$ cat src/rtl/boot_ovl_pkg.sv
// Shared definitions for the boot vector and overlay controller.
// Assumes nothing beyond a single clock domain.
package boot_ovl_pkg;

    // Reset phase of the entry selector: held in reset, or running.
    typedef enum logic {
        PH_HELD = 1'b0,
        PH_RUN  = 1'b1
    } boot_phase_e;

    // Outcome of the boot entry decision taken at release.
    typedef struct packed {
        logic boot;   // start taken from vector
        logic force_; // pin forced entry
    } entry_dec_t;

endpackage

$ cat src/rtl/boot_entry_sel.sv
// Boot entry selector.
// What it does: on the first clock edge with rst_n high after a reset, it decides between user
// start and boot start, then latches the start address and the ISP flag until the next reset.
// Assumes: rst_n is already synchronous to clk; boot_status and boot_vec are stable at release.
module boot_entry_sel
    import boot_ovl_pkg::*;
#(
    parameter int ADDR_W = 16,
    parameter int VEC_W  = 8,
    parameter int STAT_W = 8
) (
    input  logic              clk,
    input  logic              rst_n,
    input  logic              psen_n,
    input  logic [STAT_W-1:0] boot_status,
    input  logic [VEC_W-1:0]  boot_vec,
    output logic              load_now,
    output logic              entry_boot,
    output logic [ADDR_W-1:0] start_addr,
    output logic              isp_mode
);
    localparam int LOW_W = ADDR_W - VEC_W;

    boot_phase_e       phase_q;
    entry_dec_t        dec;
    logic [ADDR_W-1:0] start_q;
    logic              isp_q;

    // Purpose: tracks whether the block is still held in reset.
    always_ff @(posedge clk) begin
        if (!rst_n) phase_q <= PH_HELD;
        else        phase_q <= PH_RUN;
    end

    // Purpose: forms the release strobe and the entry decision from status and pin.
    always_comb begin
        load_now    = rst_n && (phase_q == PH_HELD);
        dec.force_  = ~psen_n;
        dec.boot    = (|boot_status) | dec.force_;
        entry_boot  = dec.boot;
    end

    // Purpose: captures start address and ISP flag on the release edge only.
    always_ff @(posedge clk) begin
        if (!rst_n) begin
            start_q <= '0;
            isp_q   <= 1'b0;
        end else if (load_now) begin
            start_q <= dec.boot ? {boot_vec, {LOW_W{1'b0}}} : '0;
            isp_q   <= dec.boot;
        end
    end

    assign start_addr = start_q;
    assign isp_mode   = isp_q;

endmodule

$ cat src/rtl/ovl_enable_reg.sv
// Overlay enable register.
// What it does: holds the boot overlay enable. It is loaded from the entry decision on release
// and otherwise by software writes.
// Assumes: load_now is a single-cycle strobe, and it takes priority over a software write.
module ovl_enable_reg (
    input  logic clk,
    input  logic rst_n,
    input  logic load_now,
    input  logic load_val,
    input  logic wr_en,
    input  logic wr_val,
    output logic ovl_en
);
    logic en_q;

    // Purpose: updates the enable, giving the release load priority over writes.
    always_ff @(posedge clk) begin
        if (!rst_n)        en_q <= 1'b0;
        else if (load_now) en_q <= load_val;
        else if (wr_en)    en_q <= wr_val;
    end

    assign ovl_en = en_q;

endmodule

$ cat src/rtl/ovl_decode.sv
// Overlay address decoder.
// What it does: flags a fetch that falls in the top region of program space while the overlay
// is enabled.
// Assumes: the region is aligned and spans the top 2**(ADDR_W-OVL_BITS) addresses.
module ovl_decode #(
    parameter int ADDR_W   = 16,
    parameter int OVL_BITS = 6
) (
    input  logic [ADDR_W-1:0] fetch_addr,
    input  logic              ovl_en,
    output logic              hit
);
    generate
        if (OVL_BITS == 0) begin : g_full
            // Purpose: the whole space is overlaid when no tag bits are compared.
            always_comb hit = ovl_en;
        end else begin : g_tag
            logic [OVL_BITS-1:0] tag;
            // Purpose: compares the upper address bits against all ones.
            always_comb begin
                tag = fetch_addr[ADDR_W-1 -: OVL_BITS];
                hit = ovl_en && (&tag);
            end
        end
    endgenerate

endmodule

$ cat src/rtl/boot_ovl_ctrl.sv
// Boot vector and overlay controller, top level.
// What it does: picks the start address after reset and routes fetches in the top 1 kB to the
// boot region or to user memory.
// Assumes: rst_n is synchronous to clk and active low.
module boot_ovl_ctrl #(
    parameter int ADDR_W   = 16,
    parameter int VEC_W    = 8,
    parameter int STAT_W   = 8,
    parameter int OVL_BITS = 6
) (
    input  logic              clk,
    input  logic              rst_n,
    input  logic              psen_n,
    input  logic [STAT_W-1:0] boot_status,
    input  logic [VEC_W-1:0]  boot_vec,
    input  logic [ADDR_W-1:0] fetch_addr,
    input  logic              ovl_wr,
    input  logic              ovl_wr_val,
    output logic [ADDR_W-1:0] start_addr,
    output logic              fetch_boot,
    output logic              isp_mode
);
    logic load_now;
    logic entry_boot;
    logic ovl_en;

    boot_entry_sel #(
        .ADDR_W (ADDR_W),
        .VEC_W  (VEC_W),
        .STAT_W (STAT_W)
    ) u_entry (
        .clk         (clk),
        .rst_n       (rst_n),
        .psen_n      (psen_n),
        .boot_status (boot_status),
        .boot_vec    (boot_vec),
        .load_now    (load_now),
        .entry_boot  (entry_boot),
        .start_addr  (start_addr),
        .isp_mode    (isp_mode)
    );

    ovl_enable_reg u_en (
        .clk      (clk),
        .rst_n    (rst_n),
        .load_now (load_now),
        .load_val (entry_boot),
        .wr_en    (ovl_wr),
        .wr_val   (ovl_wr_val),
        .ovl_en   (ovl_en)
    );

    ovl_decode #(
        .ADDR_W   (ADDR_W),
        .OVL_BITS (OVL_BITS)
    ) u_dec (
        .fetch_addr (fetch_addr),
        .ovl_en     (ovl_en),
        .hit        (fetch_boot)
    );

endmodule

$ cat config.mk
export PLATFORM = sky130hd
export DESIGN_NAME = boot_ovl_ctrl
export DESIGN_NICKNAME = d
export VERILOG_FILES = /design/src/rtl/boot_ovl_pkg.sv /design/src/rtl/boot_entry_sel.sv /design/src/rtl/ovl_enable_reg.sv /design/src/rtl/ovl_decode.sv /design/src/rtl/boot_ovl_ctrl.sv
export SDC_FILE = /design/constraint.sdc
export NUM_CORES = 1
export LEC_CHECK = 0
export BUFFER_PORTS_ARGS = -buffer_cell sky130_fd_sc_hd__buf_2
export CORE_AREA = 2 2 52 54
export DETAILED_ROUTE_END_ITERATION = 7
export DIE_AREA = 0 0 54 56
export PLACE_DENSITY = 0.63
export SLEW_MARGIN = 20
export SYNTH_ARGS = -nofsm -noshare
export SYNTH_HDL_FRONTEND = slang
export SYNTH_SLANG_ARGS = --single-unit
$ cat constraint.sdc
create_clock -name clk -period 1.53 [get_ports clk]
set_clock_uncertainty 0.05 [all_clocks]
set_input_delay 0 -clock clk [delete_from_list [all_inputs] [get_ports clk]]
set_output_delay 0 -clock clk [all_outputs]
set_load 0.1 [all_outputs]
# After elaboration in Yosys (flattened, before gate mapping)
# Index checks and enable logic that the tools add are counted.
# word_totals
ff_bits	19
inputBits	37
out_inout_bits	18
# classes
mux	4
bitwise_logic	3
reduce_logical	5
# op_table
cell	count
two-way mux 16 bit	1
OR reduction 8 bit	1
AND reduction 6 bit	1
two-way mux 1 bit	3
logical AND 1 bit	2
NOT 1 bit	2
nonzero test 2 bit	1
bitwise OR 1 bit	1

# Depth between registers and ports, before layout
# Gate-level depths: netlist of the first run.
# logic_depth
word_depth	3
mapped_depth	4
depth_no_buf	3

# Cells and area by module
# From an unflattened synthesis of the first run, not the netlist that was laid out.
# unflattened
hier_cells	71
hier_area_um2	590.6
# modules_own_cells
module	n_inst	cells_each	area_each_um2	seq_area_each_um2
boot_entry_sel	1	64	528.0	200.2
ovl_enable_reg	1	4	47.5	20.0
ovl_decode	1	3	15.0	0.0

# Least setup slack after synthesis of the first run
# No wires, ideal clock.
# synth_path
kind	register -> output
startpoint	register u_en.en_q (netlist: u_en.ovl_en)
endpoint	output port fetch_boot
t_arrival_ps	1617
t_required_ps	1480
slack_ps	-137
path_stages_with_launch	3
n_path_buf	0
cell_sequence	dfxtp_1 > nand3_1 > nor2_1
# synth_via
elab_chain_len	1
# synth_lines
item	line_no	text
from (decl)	ovl_enable_reg.sv:14	logic en_q;
from (signal assigned)	ovl_enable_reg.sv:19	else if (load_now) en_q <= load_val;
from (signal assigned)	ovl_enable_reg.sv:20	else if (wr_en) en_q <= wr_val;
logical AND 1 bit	ovl_decode.sv:22	hit = ovl_en && (&tag);
to (decl)	boot_ovl_ctrl.sv:20	output logic fetch_boot,
# Every way passes these cells.

# Final worst setup path of the first run
# Ends and elaborated chain as after synthesis.

==> impl_results.md, run 1 <==
- Status: complete, no violations
- Final period utilization: 80.3%
- Vias in the first global route: 600
- Number of synthesized flops with an enable pin: 0
- HP Class: primary input to flip-flop
- Post-Synthesis Cell Area: 591 sq um
- Die area: 0.00302 sq mm
- Sequential fraction of the synthesis area: 37.3%
- Gpl congestion: 0.624
- Placeable Area: 0.00243 sq mm
- Total number of vias: 661
- Ant diodes: 0
- Vias per Instance: 4.53
- Post-synth ARST share: 0%
- Clock share of power: 22.0%
- Fin cells: 146
- Crit-path max cell delay: 0.42 ns
- Fin. Hold Viols: 0
- Top cell type by total area after synthesis: dfxtp_1
- Max Cap Viol: 0
- Synth top area share: 37.3%
- Initial DRC count: 10
- Setup crit start kind: flip-flop
- Leak pwr: 0.402 nW
- Final Core Density: 36.7%
- ANT nets after route: 0
- Port Buffer Count: 36
- Sw frac: 45.7%
- Initial Util: 24.3%
- CTS H-tree depth: 1
- Worst Path Arrival: 1.18 ns
- Nets@finish: 154
- P per Cell Area: 1020 mW/mm^2
- Synth Flop Type: dfxtp_1
- I/O Pins: 55
- Initial antenna violation count: 0
- Clk sink count: 11
- Yosys warnings: 0
- Deepest clock path buffer count: 2
- Post-synth top cells: dfxtp_1, nand3_1, buf_4, nand4_1
- Filler instances: 265
- #FFs+latches synth: 11
- Min Tclk post-route: 1.23 ns
- Global route overflow: 0
- Worst-path cell chain: nand3_1, nor2_2, buf_2
- WL final: 1510 um
- Max stage delay cell, worst path: buf_2
- Share of layout cells above drive strength 1: 40.5%
- Power share of the combinational group: 42.3%
- TritonCTS clock tree: yes
- Count leader, synth: dfxtp_1
- First-pass GRT wire length: 2370 um
- Hold_ws: 0.00179 ns
- Die Ht: 56 um
- Total track usage: 10.7%
- Placed insts: 133
- Routed length per placed instance: 10.3 um
- Crit-path max FO: 2
- Clock slew seen by the registers of the worst setup and hold paths: 0.07 ns
- Max Freq: 813 MHz
- Pin count of the biggest net entering global routing: 27
- CP endpoint kind: primary output
- Fin area: 892 sq um
- Fin. max-slew vios: 0
- Syn_area_per_cell: 8.32 sq um
- Detailed placer's ending HPWL: 1140 um
- Yosys cell types: 20
- Sequential power share: 35.7%
- P_sw: 0.000414 W
- Final TNS setup: 0 ns
- Setup CP Type: flip-flop to primary output
- 1st-pass router iterations: 4
- Synth-to-layout area growth: 51.1%
- Post-CTS Resized: 0
- Peak VDD IR: 391 uV
- Skew-Pair Late Insertion Delay: 0.27 ns
- Root Buffer: clkbuf_4
- Mapped Cells: 71
- Int Power: 0.000492 W
- Number of remaining DRC errors: 0
- Req. time, crit path: 1.48 ns
- RSZ-0062 raised after global routing: false
- CP delay by family, top: buffers and inverters
- Die width: 54 um
- Ranking of synthesized cells by area: dfxtp_1, o311ai_0, buf_4
- Row cnt: 18
- Inserted Clock Buffers: 3
- DP Area: 776 sq um
- # setup viols final: 0
- Critical path buffers and inverters: 1
==> timing repair <==
action | in CTS | in global routing
setup buffers | 0 | 0
hold buffers | 9 | 0
endpoints found under the setup margin | 0 | 0
endpoints found under the hold margin | 10 | 0
==> cell usage in the layout, fill, tap and decap left out, types with 2 or more instances in the layout <==
cell type,netlist,routed
nand3_1,9,9
dfxtp_1,11,11
dlygate4sd3_1,0,9
o21ai_0,2,2
nand2_1,7,7
buf_4,8,3
o311ai_0,7,7
buf_2,1,36
clkbuf_4,0,3
a21oi_1,2,2
conb_1,1,8
nand4_1,8,8
==> power by group through the flow <==
stage	Clock, W	Combinational [W]	Sequential (W)
final	0.000200	0.000383	0.000324
after global routing	0.000220	0.000402	0.000327
after CTS	0.000206	0.000385	0.000324
after detailed placement	0	0.000367	0.000330
after global placement	0	0.000363	0.000329
after floorplan	0	0.000152	0.000490
==> worst register-to-register path, cell delays in order, from the launching register on <==
cell,delay [ns]
dfxtp_1,0.33
buf_4,0.20
nand3b_1,0.14
nand2b_1,0.11
o211ai_1,0.09
==> stage by stage <==
| step | worst slack, ns | power (W) |
|---|---|---|
| finish | 0.301 | 0.000906 |
| global route | 0.189 | 0.000950 |
| CTS | 0.282 | 0.000915 |
| detailed placement | 0.157 | 0.000697 |
| global placement | 0.209 | 0.000692 |
| floorplan | 0.164 | 0.000643 |
==> final timing paths <==
kind | start | to | slack [ns] | depth (start not counted)
max | u_en.ovl_en$_SDFFE_PN0P_ | fetch_boot | 0.30 | 3
min | boot_status[2] | u_en.ovl_en$_SDFFE_PN0P_ | 0.002 | 3
max reg2reg | u_entry.phase_q$_DFF_P_ | u_entry.start_addr[15]$_SDFFE_PN0P_ | 0.49 | 4
min reg2reg | u_entry.start_addr[11]$_SDFFE_PN0P_ | u_entry.start_addr[11]$_SDFFE_PN0P_ | 0.43 | 2
==> flip-flops by register name, summed over array words and instances (netlist names) <==
name	flops
u_en.ovl_en	1
u_entry.isp_mode	1
u_entry.phase_q	1
u_entry.start_addr	8
==> layout make-up <==
class / instances / area, sq um / share of cell area (%)
clock buffers: 4 / 26.3 / 2.95
inverters: 1 / 3.75 / 0.421
multi-input cells: 52 / 312 / 34.9
flip-flops and latches: 11 / 220 / 24.7
well taps: 30 / 37.5 / 4.21
repair buffers: 48 / 293 / 32.8
==> metal layers <==
| metal | vias to the layer above | global-route usage, % | share of wire [%] |
|---|---|---|---|
| met4 | 0 | 5.36 | 0 |
| li1 | 340 | - | - |
| met1 | 289 | 10.3 | 38 |
| met5 | - | 0 | 0 |
| met2 | 32 | 19.0 | 52 |
| met3 | 0 | 4.03 | 9.5 |
==> logic make-up (layout without fill, tap and decap cells) <==
group           after synthesis  after routing  share of synthesized area (%)
compound gates               12             12                           15.0
flops                        11             11                           37.3
buf+inv                      15             53                           14.8
mux                           1              1                           1.91
other cells                   1              8                          0.635
simple gates                 31             31                           30.3
No activity file was read; power rests on OpenSTA's default activity.
==> run 2: changes to the inputs <==
--- a/config.mk
+++ b/config.mk
@@ -5,11 +5,12 @@
 export SDC_FILE = /design/constraint.sdc
 export NUM_CORES = 1
 export LEC_CHECK = 0
+export ABC_AREA = 1
 export BUFFER_PORTS_ARGS = -buffer_cell sky130_fd_sc_hd__buf_2
-export CORE_AREA = 2 2 52 54
+export CORE_AREA = 2 2 49 51
 export DETAILED_ROUTE_END_ITERATION = 7
-export DIE_AREA = 0 0 54 56
-export PLACE_DENSITY = 0.63
+export DIE_AREA = 0 0 51 53
+export PLACE_DENSITY = 0.68
 export SLEW_MARGIN = 20
 export SYNTH_ARGS = -nofsm -noshare
 export SYNTH_HDL_FRONTEND = slang
==> constraint.sdc (replaced) <==
create_clock -name clk -period 1.1 [get_ports clk]
set_clock_uncertainty 0.05 [all_clocks]
set_input_delay 0 -clock clk [delete_from_list [all_inputs] [get_ports clk]]
set_output_delay 0 -clock clk [all_outputs]
set_load 0.1 [all_outputs]
==> impl_results.md, run 2 <==
- ANT nets after route: 0 (unchanged)
- HP Class: primary input to flip-flop
- Share of layout cells above drive strength 1: 48.8% (+8.2 points)
- Placed insts: 134 (+0.75%)
- Metal-1 WL: 485 um (-16%)
- Initial DRC count: 12 (+2)
- Ant diodes: 0 (unchanged)
- Leak pwr: 0.493 nW (+23%)
- Yosys warnings: 0 (unchanged)
- Fin cells: 149 (+2.1%)
- Filler instances: 210 (-21%)
- Fin. max-slew vios: 0 (unchanged)
- Fin. Hold Viols: 0 (unchanged)
- Placeable Area: 0.00215 sq mm (-12%)
- P per Cell Area: 1260 mW/mm^2 (+24%)
- Row cnt: 17 (-1)
- Met3 routed WL: 94 um (-34%)
- Die Ht: 53 um (-5.4%)
- Nets@finish: 159 (+3.2%)
- Max Freq: 931 MHz
- Final TNS setup: 0 ns (unchanged)
- Register area: 233 sq um (+5.7%)
- Synth top area share: 41.8% (+4.5 points)
- Global route overflow: 0 (unchanged)
- TritonCTS clock tree: yes
- Number of remaining DRC errors: 0 (unchanged)
- Port Buffer Count: 36 (unchanged)
- WL final: 1360 um (-10%)
- Initial antenna violation count: 0 (unchanged)
- Final period utilization: 97.7%
- Yosys cell types: 18 (-10%)
- Gpl congestion: 0.706 (+13%)
- Root Buffer: clkbuf_4
- Min Tclk post-route: 1.07 ns
- Status: complete, no violations
- CP endpoint kind: primary output
- Pin count of the biggest net entering global routing: 10 (-63%)
- I/O Pins: 55 (unchanged)
- Ranking of synthesized cells by area: dfxtp_1, nand2_1, buf_4
- Setup CP Type: flip-flop to primary output
- Skew-Pair Late Insertion Delay: 0.26 ns (about the same)
- Most common cell after layout, fill and taps aside: buf_2
- Top cell type by total area after synthesis: dfxtp_1
- DR top layer: met3
- First-pass GRT wire length: 2110 um (-11%)
- Max FFs per register: 8 (unchanged)
- Total number of vias: 598 (-9.5%)
- Die area: 0.00270 sq mm (-11%)
- Sequential fraction of the synthesis area: 41.8% (+4.5 points)
- Count leader, synth: nand2_1
- # setup viols final: 0 (unchanged)
- Clock slew seen by the registers of the worst setup and hold paths: 0.07 ns (about the same)
- Total track usage: 10.9% (+0.24 points)
- Initial Util: 24.5% (+0.24 points)
- Clk sink count: 11 (unchanged)
- Req. time, crit path: 1.05 ns (-0.43 ns)
- Inserted Clock Buffers: 3 (unchanged)
- Vias in the first global route: 565 (-5.8%)
- 1st-pass router iterations: 4 (unchanged)
- Number of synthesized flops with an enable pin: 0 (unchanged)
- Syn_area_per_cell: 7.42 sq um (-11%)
- Max Cap Viol: 0 (unchanged)
- Die width: 51 um (-5.6%)
- Mapped Cells: 71 (unchanged)
- Routed length per placed instance: 9.11 um (-12%)
- Deepest clock path buffer count: 2 (unchanged)
- Most frequent cells in the layout: buf_2, nand2_1, dlygate4sd3_1, dfxtp_2
- Post-CTS Setup Inserts: 0 (unchanged)
- Synth Flop Type: dfxtp_1
- Worst Path Arrival: 1.02 ns (-0.16 ns)
- Post-Synthesis Cell Area: 527 sq um (-11%)
- Peak VDD IR: 678 uV (+73%)
- #FFs+latches synth: 11 (unchanged)
- Post-synth ARST share: 0% (unchanged)
- Synth-to-layout area growth: 72.7%
- Setup crit start kind: flip-flop
- Routed wl met2: 778 um (-0.89%)
- RSZ-0062 raised after global routing: true
- Vias per Instance: 4.01 (-11%)
- Multi-input logic area: 250 sq um (-20%)
- Detailed placer's ending HPWL: 987 um (-13%)
- Post-synth top cells: nand2_1, dfxtp_1, nand3_1
- CTS H-tree depth: 1 (unchanged)
- Crit-path max FO: 2 (unchanged)
run 2: cell count changes in the layout (fill, tap and decap cells not counted), sizes merged, moves of 2 or more:
cell / change
nand4: -7
buf: -9
dlygate4sd3: +2
clkbuf: +6
inv: +7
nand2: +18
o311ai: -7
nor2: +2
run 2: cell families (layout without fill, tap and decap cells):
| group | after synthesis | after routing | synth area share, % |
|---|---|---|---|
| AO/OA/AOI/OAI | 3 | 3 | 4.04 |
| other | 1 | 8 | 0.712 |
| flip-flops | 11 | 11 | 41.8 |
| buffers and inverters | 16 | 59 | 17.1 |
| AND/OR/NAND/NOR | 40 | 40 | 36.3 |
run 2: what timing repair did:
item | 4_1_cts | 5_1_grt
hold buffers | 11 | 0
endpoints found under the setup margin | 1 | 7
cloned | 0 | 0
gates resized for setup | 1 | 6
hold endpoints to repair | 10 | 0
run 2: final timing paths:
check                                   endpoint  cells past startpoint  slack [ns]                                from
min reg2reg   u_entry.start_addr[8]$_SDFFE_PN0P_                      2        0.39  u_entry.start_addr[8]$_SDFFE_PN0P_
max                                   fetch_boot                      3        0.03            u_en.ovl_en$_SDFFE_PN0P_
max reg2reg  u_entry.start_addr[15]$_SDFFE_PN0P_                      4        0.15             u_entry.phase_q$_DFF_P_
min                u_entry.isp_mode$_SDFFE_PN0P_                      7        0.15                      boot_status[1]
run 2: worst max-delay path: stages (launching register included):
cell     delay (ns)
dfxtp_2        0.33
nand4_1        0.12
nor2_4         0.13
buf_12         0.18
run 2: final cells by class:
type                    count  share of cell area, %
inverters                   8                   3.30
multi-input cells          51                   27.5
well taps                  28                   3.85
flip-flops and latches     11                   25.6
clock buffers               4                   2.89
repair buffers             47                   36.9
run 2: through the flow:
| step | total power [W] | hold slack, ns | utilization [%] | setup WS (ns) | area, sq um |
|---|---|---|---|---|---|
| floorplan | 0.000786 | -0.0223 | - | 0.133 | 572 |
| global placement | 0.000842 | 0.0933 | 35.2 | 0.166 | 757 |
| detailed placement | 0.000847 | 0.0992 | 35.2 | 0.150 | 757 |
| CTS | 0.00116 | 0.139 | 41.6 | 0.00187 | 895 |
| global route | 0.00122 | 0.174 | 42.3 | -0.0521 | 910 |
| finish | 0.00115 | 0.148 | 42.3 | 0.0258 | 910 |
run 2: layer usage:
metal	GRT usage (%)	vias to the layer above
met5	0	-
met4	2.25	0
met3	5.37	0
met2	22.1	25
met1	9.61	269
li1	-	304
run 2: where the power goes:
group          internal [W]  leakage (nW)  switching, W
clock              0.000140        0.0150      0.000132
combinational      0.000106         0.384      0.000327
sequential         0.000428        0.0945     0.0000137
total              0.000674         0.493      0.000473
==> run 3: changes to the inputs <==
--- a/config.mk
+++ b/config.mk
@@ -10,7 +10,6 @@
 export CORE_AREA = 2 2 49 51
 export DETAILED_ROUTE_END_ITERATION = 7
 export DIE_AREA = 0 0 51 53
-export PLACE_DENSITY = 0.68
 export SLEW_MARGIN = 20
 export SYNTH_ARGS = -nofsm -noshare
 export SYNTH_HDL_FRONTEND = slang
==> impl_results.md, run 3 (synthesis gave the netlist of run 2 again) <==
- Status: complete, no violations
- Placeable Area: 0.00215 sq mm (unchanged)
- # setup viols final: 0 (unchanged)
- Fin cells: 148 (-0.67%)
- Total number of vias: 584 (-2.3%)
- DP Area: 787 sq um (+4.0%)
- Row cnt: 17 (unchanged)
- Leak pwr: 0.495 nW (+0.40%)
- CP endpoint kind: primary output
- Max stage delay cell, worst path: dfxtp_2
- Overall Power: 0.00117 W (+1.6%)
- ANT nets after route: 0 (unchanged)
- Number of remaining DRC errors: 0 (unchanged)
- Int Power: 0.000684 W (+1.6%)
- Crit-path max cell delay: 0.33 ns (about the same)
- CTS H-tree depth: 1 (unchanged)
- Sequential power share: 38.1% (-0.4 points)
- Max FFs per register: 8 (unchanged)
- Vias per Instance: 3.95 (-1.7%)
- TritonCTS clock tree: yes
- HP Class: primary input to flip-flop
- Fin. max-slew vios: 0 (unchanged)
- 1st-pass router iterations: 4 (unchanged)
- Min Tclk post-route: 1.08 ns (+0.00176 ns)
- Final period utilization: 97.8% (+0.16 points)
- Port Buffer Count: 36 (unchanged)
- Max Cap Viol: 0 (unchanged)
- Clk sink count: 11 (unchanged)
- Worst-path cell chain: nand4_1, nor2_4, buf_12
- Final TNS setup: 0 ns (unchanged)
- Most frequent cells in the layout: buf_2, nand2_1, dlygate4sd3_1, dfxtp_2, nand3_1
- Clock share of power: 23.8% (about the same)
- Ant diodes: 0 (unchanged)
- Root Buffer: clkbuf_4
- Initial antenna violation count: 0 (unchanged)
- Routed length per placed instance: 9.16 um (+0.53%)
- Skew-Pair Late Insertion Delay: 0.27 ns (about the same)
- Worst Path Arrival: 1.03 ns (about the same)
- Global route overflow: 0 (unchanged)
- Reg-to-Reg End: u_entry.start_addr[14]$_SDFFE_PN0P_
- Nets@finish: 158 (-0.63%)
- Share of layout cells above drive strength 1: 50.0% (+1.2 points)
- Initial DRC count: 4 (-8)
- Beginning of the critical path: u_en.ovl_en$_SDFFE_PN0P_
- P_sw: 0.000481 W (+1.7%)
- Detailed placer's ending HPWL: 1040 um (+5.1%)
- Inserted Clock Buffers: 3 (unchanged)
- Post-CTS Setup Inserts: 0 (unchanged)
- Most common cell after layout, fill and taps aside: buf_2
- R2R depth: 4 (unchanged)
- Clock slew seen by the registers of the worst setup and hold paths: 0.07 ns (about the same)
- Sw frac: 41.3% (about the same)
- I/O Pins: 55 (unchanged)
- P per Cell Area: 1260 mW/mm^2 (-0.17%)
- Deepest clock path buffer count: 2 (unchanged)
- RSZ-0062 raised after global routing: true
- Req. time, crit path: 1.05 ns (about the same)
- Setup CP Type: flip-flop to primary output
- Die area: 0.00270 sq mm (unchanged)
- Initial Util: 24.5% (unchanged)
- WL final: 1360 um (-0.15%)
- Total track usage: 11.1% (+0.17 points)
- Hold_ws: 0.0434 ns (-0.105 ns)
- Power share of the combinational group: 38.0% (+0.2 points)
- Vias in the first global route: 555 (-1.8%)
- CP endpoint: fetch_boot
- Fin area: 926 sq um (+1.8%)
- Peak VDD IR: 738 uV (+8.8%)
- Max Freq: 929 MHz (-0.16%)
- Die width: 51 um (unchanged)
- Setup crit start kind: flip-flop
- Synth-to-layout area growth: 75.8%
- Placed insts: 134 (unchanged)
- Fin. Hold Viols: 0 (unchanged)
- Die Ht: 53 um (unchanged)
- R2R setup slack: 0.17 ns (+0.02 ns)
- Crit-path max FO: 2 (unchanged)
- Pin count of the biggest net entering global routing: 10 (unchanged)
- First-pass GRT wire length: 2140 um (+1.3%)
- Gpl congestion: 0.687 (-2.6%)
- R2R Path Start: u_entry.phase_q$_DFF_P_
[run 3: changes by cell type in the layout (fill, tap and decap cells not counted)]
cell           previous run  this run
buf_12                    2         4
buf_2                    28        29
clkbuf_4                  9         6
clkinv_1                  1         0
clkinvlp_4                0         1
dlygate4sd3_1            11        10
[run 3: stage by stage]
stage / setup slack (ns) / utilization (%)
floorplan: 0.133 / -
global placement: 0.152 / 36.6
detailed placement: 0.118 / 36.6
CTS: 0.00522 / 42.6
global route: -0.0298 / 43.1
finish: 0.0240 / 43.1
[run 3: power groups by stage]
stage          logic [W]  clock network, W  registers [W]
6_report        0.000443          0.000278       0.000445
5_1_grt         0.000463          0.000317       0.000448
4_1_cts         0.000440          0.000290       0.000445
3_5_place_dp    0.000413                 0       0.000453
3_3_place_gp    0.000408                 0       0.000452
2_1_floorplan   0.000192                 0       0.000594
[run 3: worst max-delay path, delay by kind of cell, from the launching register on]
family                 cells  cell delay (ns)
buffers and inverters      1             0.18
flip-flops                 1             0.33
AND/OR/NAND/NOR            2             0.25
[run 3: cell type report]
type | count | area (sq um)
multi-input combinational | 51 | 250
timing repair buffer | 46 | 348
inverter | 8 | 33.8
sequential | 11 | 233
fill | 219 | 1220
clock buffer | 4 | 26.3
tap | 28 | 35.0
[run 3: worst min-delay path by stage]
stage | start | end | slack [ns] | cells past startpoint
6_report | ovl_wr_val | u_en.ovl_en$_SDFFE_PN0P_ | 0.04 | 3
5_1_grt | ovl_wr_val | u_en.ovl_en$_SDFFE_PN0P_ | 0.03 | 3
4_1_cts | ovl_wr_val | u_en.ovl_en$_SDFFE_PN0P_ | 0.04 | 3
3_5_place_dp | rst_n | u_entry.phase_q$_DFF_P_ | 0.09 | 1
3_3_place_gp | rst_n | u_entry.phase_q$_DFF_P_ | 0.09 | 1
2_1_floorplan | rst_n | u_entry.phase_q$_DFF_P_ | -0.02 | 0
[run 3: repair_timing]
| action | CTS | global route |
|---|---|---|
| hold endpoints to repair | 10 | 0 |
| setup endpoints to repair | 1 | 5 |
| hold buffers | 10 | 0 |
| resized for setup | 1 | 4 |
[run 3: per-layer routing]
metal / track usage (%) / part of all wire (%) / vias up
met3: 6.21 / 6.9 / 2
met4: 4.05 / 0.74 / 0
met5: 0 / 0 / -
met1: 10.3 / 40 / 260
li1: - / - / 301
met2: 20.3 / 53 / 21
